$ cat src/rtl/sburst_rom.sv
`timescale 1ns/1ps
module sburst_rom #(
  parameter int RCD_MIN = 2
) (
  input  logic        clk,
  input  logic        rst_n,
  input  logic        cke,
  input  logic        cs_n,
  input  logic        ras_n,
  input  logic        cas_n,
  input  logic        mrs_n,
  input  logic        dqm,
  input  logic        wide,
  input  logic [12:0] addr,
  output logic [31:0] dq,
  output logic [1:0]  lane_oe,
  output logic        cmd_err
);
  logic        run_en, cmd_on, do_act, do_rd, do_mrs, rd_ok, mrs_ok;
  logic [12:0] row_q, b_row;
  logic        row_open;
  logic [1:0]  gap;
  logic [2:0]  cl_q, lead, idx, bmask, lo;
  logic        bl8_q, il_q, b_bl8, b_il, b_wide, busy, dqm_q, fire, last;
  logic [8:0]  b_col, col_n;
  logic [31:0] word;

  assign cmd_on = run_en & ~cs_n;
  assign do_act = cmd_on & ~ras_n &  cas_n &  mrs_n;
  assign do_rd  = cmd_on &  ras_n & ~cas_n &  mrs_n;
  assign do_mrs = cmd_on &  ras_n &  cas_n & ~mrs_n;
  assign rd_ok  = do_rd & row_open & (int'(gap) >= RCD_MIN);
  assign mrs_ok = do_mrs & (addr[2:1] == 2'b01) &
                  (addr[6:4] == 3'd4 || addr[6:4] == 3'd5 || addr[6:4] == 3'd6);

  assign bmask = b_bl8 ? 3'd7 : 3'd3;
  assign lo    = b_il ? (b_col[2:0] ^ idx) : (b_col[2:0] + idx);
  assign col_n = {b_col[8:3], (b_col[2:0] & ~bmask) | (lo & bmask)};
  assign word  = b_wide ? {b_row, 3'b000, ~col_n[7:0], col_n[7:0]}
                        : {16'h0000, b_row[6:0], col_n};
  assign fire  = (lead == 3'd1) | busy;
  assign last  = (idx == bmask);

  always_ff @(posedge clk or negedge rst_n) begin
    if (!rst_n) begin
      run_en   <= 1'b1;
      dqm_q    <= 1'b0;
      cmd_err  <= 1'b0;
      row_q    <= '0;
      row_open <= 1'b0;
      gap      <= '0;
      cl_q     <= 3'd6;
      bl8_q    <= 1'b0;
      il_q     <= 1'b0;
      b_row    <= '0;
      b_col    <= '0;
      b_bl8    <= 1'b0;
      b_il     <= 1'b0;
      b_wide   <= 1'b0;
      lead     <= '0;
      busy     <= 1'b0;
      idx      <= '0;
      dq       <= '0;
      lane_oe  <= '0;
    end else begin
      run_en <= cke;
      if (run_en) begin
        dqm_q   <= dqm;
        cmd_err <= do_rd & ~rd_ok;
        if (do_act) begin
          row_q    <= addr;
          row_open <= 1'b1;
          gap      <= 2'd1;
        end else if (gap != 2'd3) begin
          gap <= gap + 2'd1;
        end
        if (mrs_ok) begin
          cl_q  <= addr[6:4];
          bl8_q <= addr[0];
          il_q  <= addr[3];
        end
        if (rd_ok) begin
          b_row   <= row_q;
          b_col   <= wide ? {1'b0, addr[7:0]} : addr[8:0];
          b_bl8   <= bl8_q;
          b_il    <= il_q;
          b_wide  <= wide;
          lead    <= cl_q - 3'd1;
          busy    <= 1'b0;
          idx     <= '0;
          dq      <= '0;
          lane_oe <= '0;
        end else begin
          if (lead != 3'd0) lead <= lead - 3'd1;
          if (fire) begin
            busy    <= ~last;
            idx     <= idx + 3'd1;
            dq      <= dqm_q ? 32'h0 : word;
            lane_oe <= dqm_q ? 2'b00 : {b_wide, 1'b1};
          end else begin
            dq      <= '0;
            lane_oe <= '0;
          end
        end
      end
    end
  end
endmodule

$ cat config.mk
export PLATFORM = sky130hd
export DESIGN_NAME = sburst_rom
export DESIGN_NICKNAME = d
export VERILOG_FILES = /design/src/rtl/sburst_rom.sv
export SDC_FILE = /design/constraint.sdc
export NUM_CORES = 1
export LEC_CHECK = 0
export BUFFER_PORTS_ARGS = -buffer_cell sky130_fd_sc_hd__buf_2
export CAP_MARGIN = 20
export CORE_MARGIN = 2
export CORE_UTILIZATION = 56
export DETAILED_ROUTE_END_ITERATION = 6
export PLACE_DENSITY_LB_ADDON = 0.05
export SYNTH_ARGS = -nofsm -noshare
export SYNTH_HDL_FRONTEND = slang
export SYNTH_SLANG_ARGS = --single-unit
$ cat constraint.sdc
create_clock -name clk -period 2.6 [get_ports clk]
set_clock_uncertainty 0.05 [all_clocks]
set_input_delay 0.13 -clock clk [delete_from_list [all_inputs] [get_ports clk]]
set_output_delay 0.13 -clock clk [all_outputs]
set_load 0.01 [all_outputs]
Word level (Yosys, flattened, before mapping)
Index checks and enable logic that the tools add are counted.

word-level totals
  flip-flop bits (word level) = 90
  bits of input ports = 22
  output and inout bits = 35

operators by class
  $add $sub $neg = 5
  $lt $le $gt $ge = 1
  equality and inequality tests = 7
  muxes and demuxes = 18
  bitwise logic cells = 27
  reduce and logical (&&, ||, !) cells = 12

operators with widths
  operator                                                               number
  32-bit two-way mux                                                     4
  3-bit two-way mux                                                      6
  1-bit bitwise AND                                                      14
  2-bit AND reduction                                                    6
  2-bit two-way mux                                                      5
  3-bit equality test, second input constant                             3
  9-bit two-way mux                                                      1
  8-bit NOT                                                              1
  3-bit bitwise AND                                                      2
  1-bit NOT                                                              6
  2-bit nonzero test                                                     3
  3-bit by 1-bit subtractor with 3-bit output, second input constant     2
  3-bit by 1-bit adder with 3-bit output, second input constant          1
  3-bit adder                                                            1
  3-bit by 1-bit equality test with 1-bit output, second input constant  1
  3-bit equality test                                                    1
  3-bit NOT                                                              1
  3-bit OR                                                               1
  3-bit nonzero test                                                     1
  3-bit XOR                                                              1
  2-bit by 1-bit adder with 2-bit output, second input constant          1
  2-bit by 1-bit equality test with 1-bit output, second input constant  1
  2-bit >= comparator, second input constant                             1
  1-bit logical OR                                                       2
  other kinds (3)                                                        4

Depth between registers and ports, before layout
  depth after elaboration = 9
  mapped depth = 8
  gate-level depth less buffers = 7

Worst setup path before layout
No wires, ideal clock.

  kind = reg-to-reg
  start point = register idx[0]
  end point = register dq[10]
  setup time = 0.126 ns
  arrival time = 1.662 ns
  required time = 2.424 ns
  setup slack = 0.762 ns
  stages on the path, launching flop included = 8
  buffers on the path = 0
  path through = dfrtp_1 > ha_1 > inv_1 > fa_1 > o21a_1 > o21ai_0 > xor2_1 > a221o_1

between the ends
  cells in the longest elaborated chain, start to end = 9

ends and longest elaborated chain
  element                   line  source
  start: declaration        23    logic [2:0] cl_q, lead, idx, bmask, lo;
  start signal: assignment  97    idx <= idx + 3'd1;
  3-bit adder               37    assign lo = b_il ? (b_col[2:0] ^ idx) : (b_col[2:0] + idx);
  3-bit two-way mux         37
  3-bit bitwise AND         38    assign col_n = {b_col[8:3], (b_col[2:0] & ~bmask) | (lo & bmask)};
  3-bit OR                  38
  8-bit NOT                 39    assign word = b_wide ? {b_row, 3'b000, ~col_n[7:0], col_n[7:0]}
  32-bit two-way mux        39
  32-bit two-way mux        98    dq <= dqm_q ? 32'h0 : word;
  32-bit two-way mux        95    if (fire) begin
  32-bit two-way mux        82    if (rd_ok) begin
  end signal: assignment    98
  end: declaration          15    output logic [31:0] dq,

No other way between the ends.
A chain may end at the register's enable or synchronous reset.

Worst setup path in the final report
  start point = register gap[0]
  end point = register dq[10]

between the ends
  cells in the longest elaborated chain, start to end = 3

ends and longest elaborated chain
  element                   line  source
  start: declaration        22    logic [1:0] gap;
  start signal: assignment  75    gap <= gap + 2'd1;
  2-bit >= comparator       32    assign rd_ok = do_rd & row_open & (int'(gap) >= RCD_MIN);
  1-bit bitwise AND         32
  32-bit two-way mux        82

No other way between the ends.

==> impl_metrics.tcl <==
set metrics [dict create \
    crit_fanout 36 \
    syn_to_final_growth_pct 17.5 \
    seq_area_frac_synth 0.593 \
    switching_share 0.318 \
    place_hpwl_um 4790 \
    cp.required_ns 2.84 \
    fillCellCount 481 \
    p_sw_uw 1170 \
    r2r_start "gap[0]$_DFFE_PN0P_" \
    worstMarginPinSlew_ns 1.04 \
    r2r_end "dq[10]$_DFFE_PN0P_" \
    synth.cell_area_mm2 0.00368 \
    routed_via_density 5.49 \
    status "finished clean" \
    p_leak_uw 0.00217 \
    first_global_vias 2286 \
    utilization 0.680 \
    die_x_um 85.0 \
    grt_max_degree 45 \
    cts_buffers 9 \
    combPwrFrac 0.246 \
    route.detailed.drc 0 \
    h-tree-depth 3 \
    cts.sink_count 87 \
    rows 29 \
    track_usage 0.210 \
    grt_overflow 0 \
    placed_cell_area_mm2 0.00403 \
    vias 2305 \
    insertion_delay_ns 0.35 \
    synth_xor_area_frac 0.0167 \
    min_from "addr[1]" \
    pwr-share-seq 0.519 \
    n_antenna_cell 0 \
    portBuffers 53 \
    maxCapViolCount 0 \
    critical_path_class "reg -> reg" \
    finalHoldViolCount 0 \
    hold-path-endpoint "b_col[1]$_DFFE_PN0P_" \
    avgSynthCellArea_um2 13.6 \
    synth_compound_area_frac 0.113 \
    synth_top_family_by_area "multiplexers" \
    clock_power_share 0.235 \
    register_area_mm2 0.00218 \
    whs_path_depth 3 \
    coreArea_mm2 0.00635 \
    dieHeight_um 85.0 \
    synth_cell_types 38 \
    fin_crit_sh 0.880 \
    clockBufferDepth 2 \
    crit_chain "inv_1, ha_1, o21ai_2, nor4_4, buf_12, nor4b_4, a221o_1" \
    max_freq_mhz 437 \
    first_iter_violations 142 \
    grt_pass1_wl_um 11800 \
    critPathMaxStageDelay_ns 0.79 \
    clock-root-buffer "clkbuf_8" \
    synth_simple_gate_area_frac 0.0555 \
    worst-path-buf-inv 2 \
    nets 370 \
    crit_path_start_kind "flop" \
    synth_seq_cells 87 \
    io_pins 57 \
    synth_cells 270 \
    fin_tns_setup_ns 0 \
    drtPass1Iterations 4 \
    antenna_left 0 \
    initial_core_util 0.579 \
    slew_headroom 0.308 \
    cp.arrival_ns 2.52 \
    async_flop_share 1.00 \
    place.gp.congestion 0.755 \
    internal-power_uw 2520 \
    antenna_found_initial 0 \
    cp_slowest_cell "nor4b_4" \
    synthAdderAreaFrac 0.0361 \
    min_path_type "in -> reg" \
    ff2ff_setup_slack_ns 0.31 \
    ir_drop_v 0.000479 \
    setup_viol 0 \
    rsz0062_at_grt "false" \
    clk_transition_reported_paths_ns 0.09 \
    synth_flop_cell "dfrtp_1" \
    p_per_area_mw_per_mm2 855 \
    synth_edf_count 0 \
    drt-total-wl_um 6910 \
    synth_mux_area_frac 0.144 \
    multi_input_area_mm2 0.00135 \
    power_uw 3690 \
    min_period_ns 2.29 \
    fin_area_mm2 0.00432 \
    layout-drive-gt1-share 0.335 \
    dieArea_mm2 0.00723 \
    slew_viol_final 0 \
    worstSetupEndpointType "flop" \
    crit_family "simple AND/OR/NAND/NOR gates" \
    yosys_warnings 0 \
    routedWlPerCell_um 16.4 \
    cts_tree "done" \
    reg2regPathDepth 7 \
]
==> cell type report <==
class	instances	area share
Clock buffer	11	0.0327
Clock inverter	5	0.00927
Inverter	16	0.0139
Multi-Input combinational cell	154	0.313
Sequential cell	87	0.505
Tap cell	77	0.0223
Timing Repair Buffer	70	0.104
==> routing by layer <==
metal,share of wire,routed length [um],GRT usage,vias up
li1,-,-,-,1093
met1,0.48,3340,0.316,1145
met2,0.45,3110,0.308,61
met3,0.058,401,0.0428,6
met4,0.0093,64,0.0736,0
met5,0,0,0,-
==> kinds of logic (layout without fill, tap and decap cells) <==
kind of cell / count (synthesis) / after routing
flops: 87 / 87
mux: 48 / 48
buf+inv: 31 / 102
compound gates: 54 / 54
xor+xnor: 7 / 7
simple gates: 32 / 32
fa+ha+maj: 10 / 10
other cells: 1 / 3
==> worst reg2reg max path, delay by kind of cell, from the launching register on <==
kind / cells / cell delay (ns)
adders and majority gates: 1 / 0.21
DFF: 1 / 0.39
and+or+nand+nor: 2 / 0.89
buffers and inverters: 2 / 0.23
AOI/OAI and AO/OA: 2 / 0.45
==> state kept, by name (all words and copies together) (netlist names), 2 cells and up <==
| name | cells |
|---|---|
| cl_q | 3 |
| gap | 2 |
| idx | 3 |
| dq | 29 |
| row_q | 13 |
| lane_oe | 2 |
| b_col | 9 |
| lead | 3 |
| b_row | 13 |
==> power by group through the flow <==
stage          clock (uW)  combinational, uW  sequential (uW)
2_1_floorplan           0                647             1900
3_3_place_gp            0                870             1930
3_5_place_dp            0                907             1950
4_1_cts               891                926             1920
5_1_grt               949               1030             1960
6_report              867                907             1920
==> how the worst max path moves through the flow <==
| stage | from | end | slack, ns | depth (start not counted) |
|---|---|---|---|---|
| global route | gap[0]$_DFFE_PN0P_ | dq[10]$_DFFE_PN0P_ | 0.14 | 7 |
| detailed placement | gap[1]$_DFFE_PN0P_ | dq[27]$_DFFE_PN0P_ | 0.29 | 6 |
| finish | gap[0]$_DFFE_PN0P_ | dq[10]$_DFFE_PN0P_ | 0.31 | 7 |
| floorplan | idx[0]$_DFFE_PN0P_ | dq[10]$_DFFE_PN0P_ | 0.76 | 7 |
| global placement | gap[0]$_DFFE_PN0P_ | dq[10]$_DFFE_PN0P_ | 0.38 | 7 |
| CTS | gap[0]$_DFFE_PN0P_ | dq[10]$_DFFE_PN0P_ | 0.29 | 7 |
==> synthesized netlist by cell type, types with 2 or more instances <==
cell type  instances  area [um^2]
o2bb2ai_1          3         26.3
buf_2              3         15.0
nand2b_1           2         12.5
o21ai_2            2         17.5
buf_4              8         60.1
nor3_2             2         20.0
mux2_1             8         90.1
xor2_1             5         43.8
nand2_1           10         37.5
inv_1             16         60.1
o211ai_1           2         15.0
ha_1               9          113
clkbuf_1           4         15.0
a21oi_1            3         15.0
dfrtp_1           84         2100
nor2b_1            3         18.8
nor2_1             5         18.8
o21ai_0           10         50.1
mux2_2            31          349
nor3_1             3         15.0
a22o_1            26          228
xnor2_1            2         17.5
a21o_1             4         30.0
dfstp_2            3         78.8
mux2i_1            9         90.1
==> placed cells by master (no fill, tap or decap), drive strengths merged, types with 3 or more instances in the layout <==
master and n:
nand2 10, a21oi 3, a21o 4, dlygate4sd3 11, buf 59, o2bb2ai 3, inv 18, o21ai 13
clkbuf 11, ha 9, nor2b 3, nor2 5, mux2i 9, xor2 5, conb 3, nor3 5
a22o 26, mux2 39, dfstp 3, dfrtp 84
==> per-stage QoR <==
| stage | worst slack [ns] | instances | hold slack [ns] |
|---|---|---|---|
| floorplan | 0.762 | 272 | -0.216 |
| global placement | 0.380 | 393 | 0.103 |
| detailed placement | 0.292 | 393 | 0.101 |
| CTS | 0.291 | 419 | 0.00497 |
| global route | 0.141 | 420 | 0.00588 |
| finish | 0.313 | 420 | 0.0117 |
==> repair_timing <==
item,CTS,global route
resized for setup,0,0
hold endpoints to repair,54,1
hold buffers,10,1
buffers inserted,0,0
(Power assumes the default switching activity.)
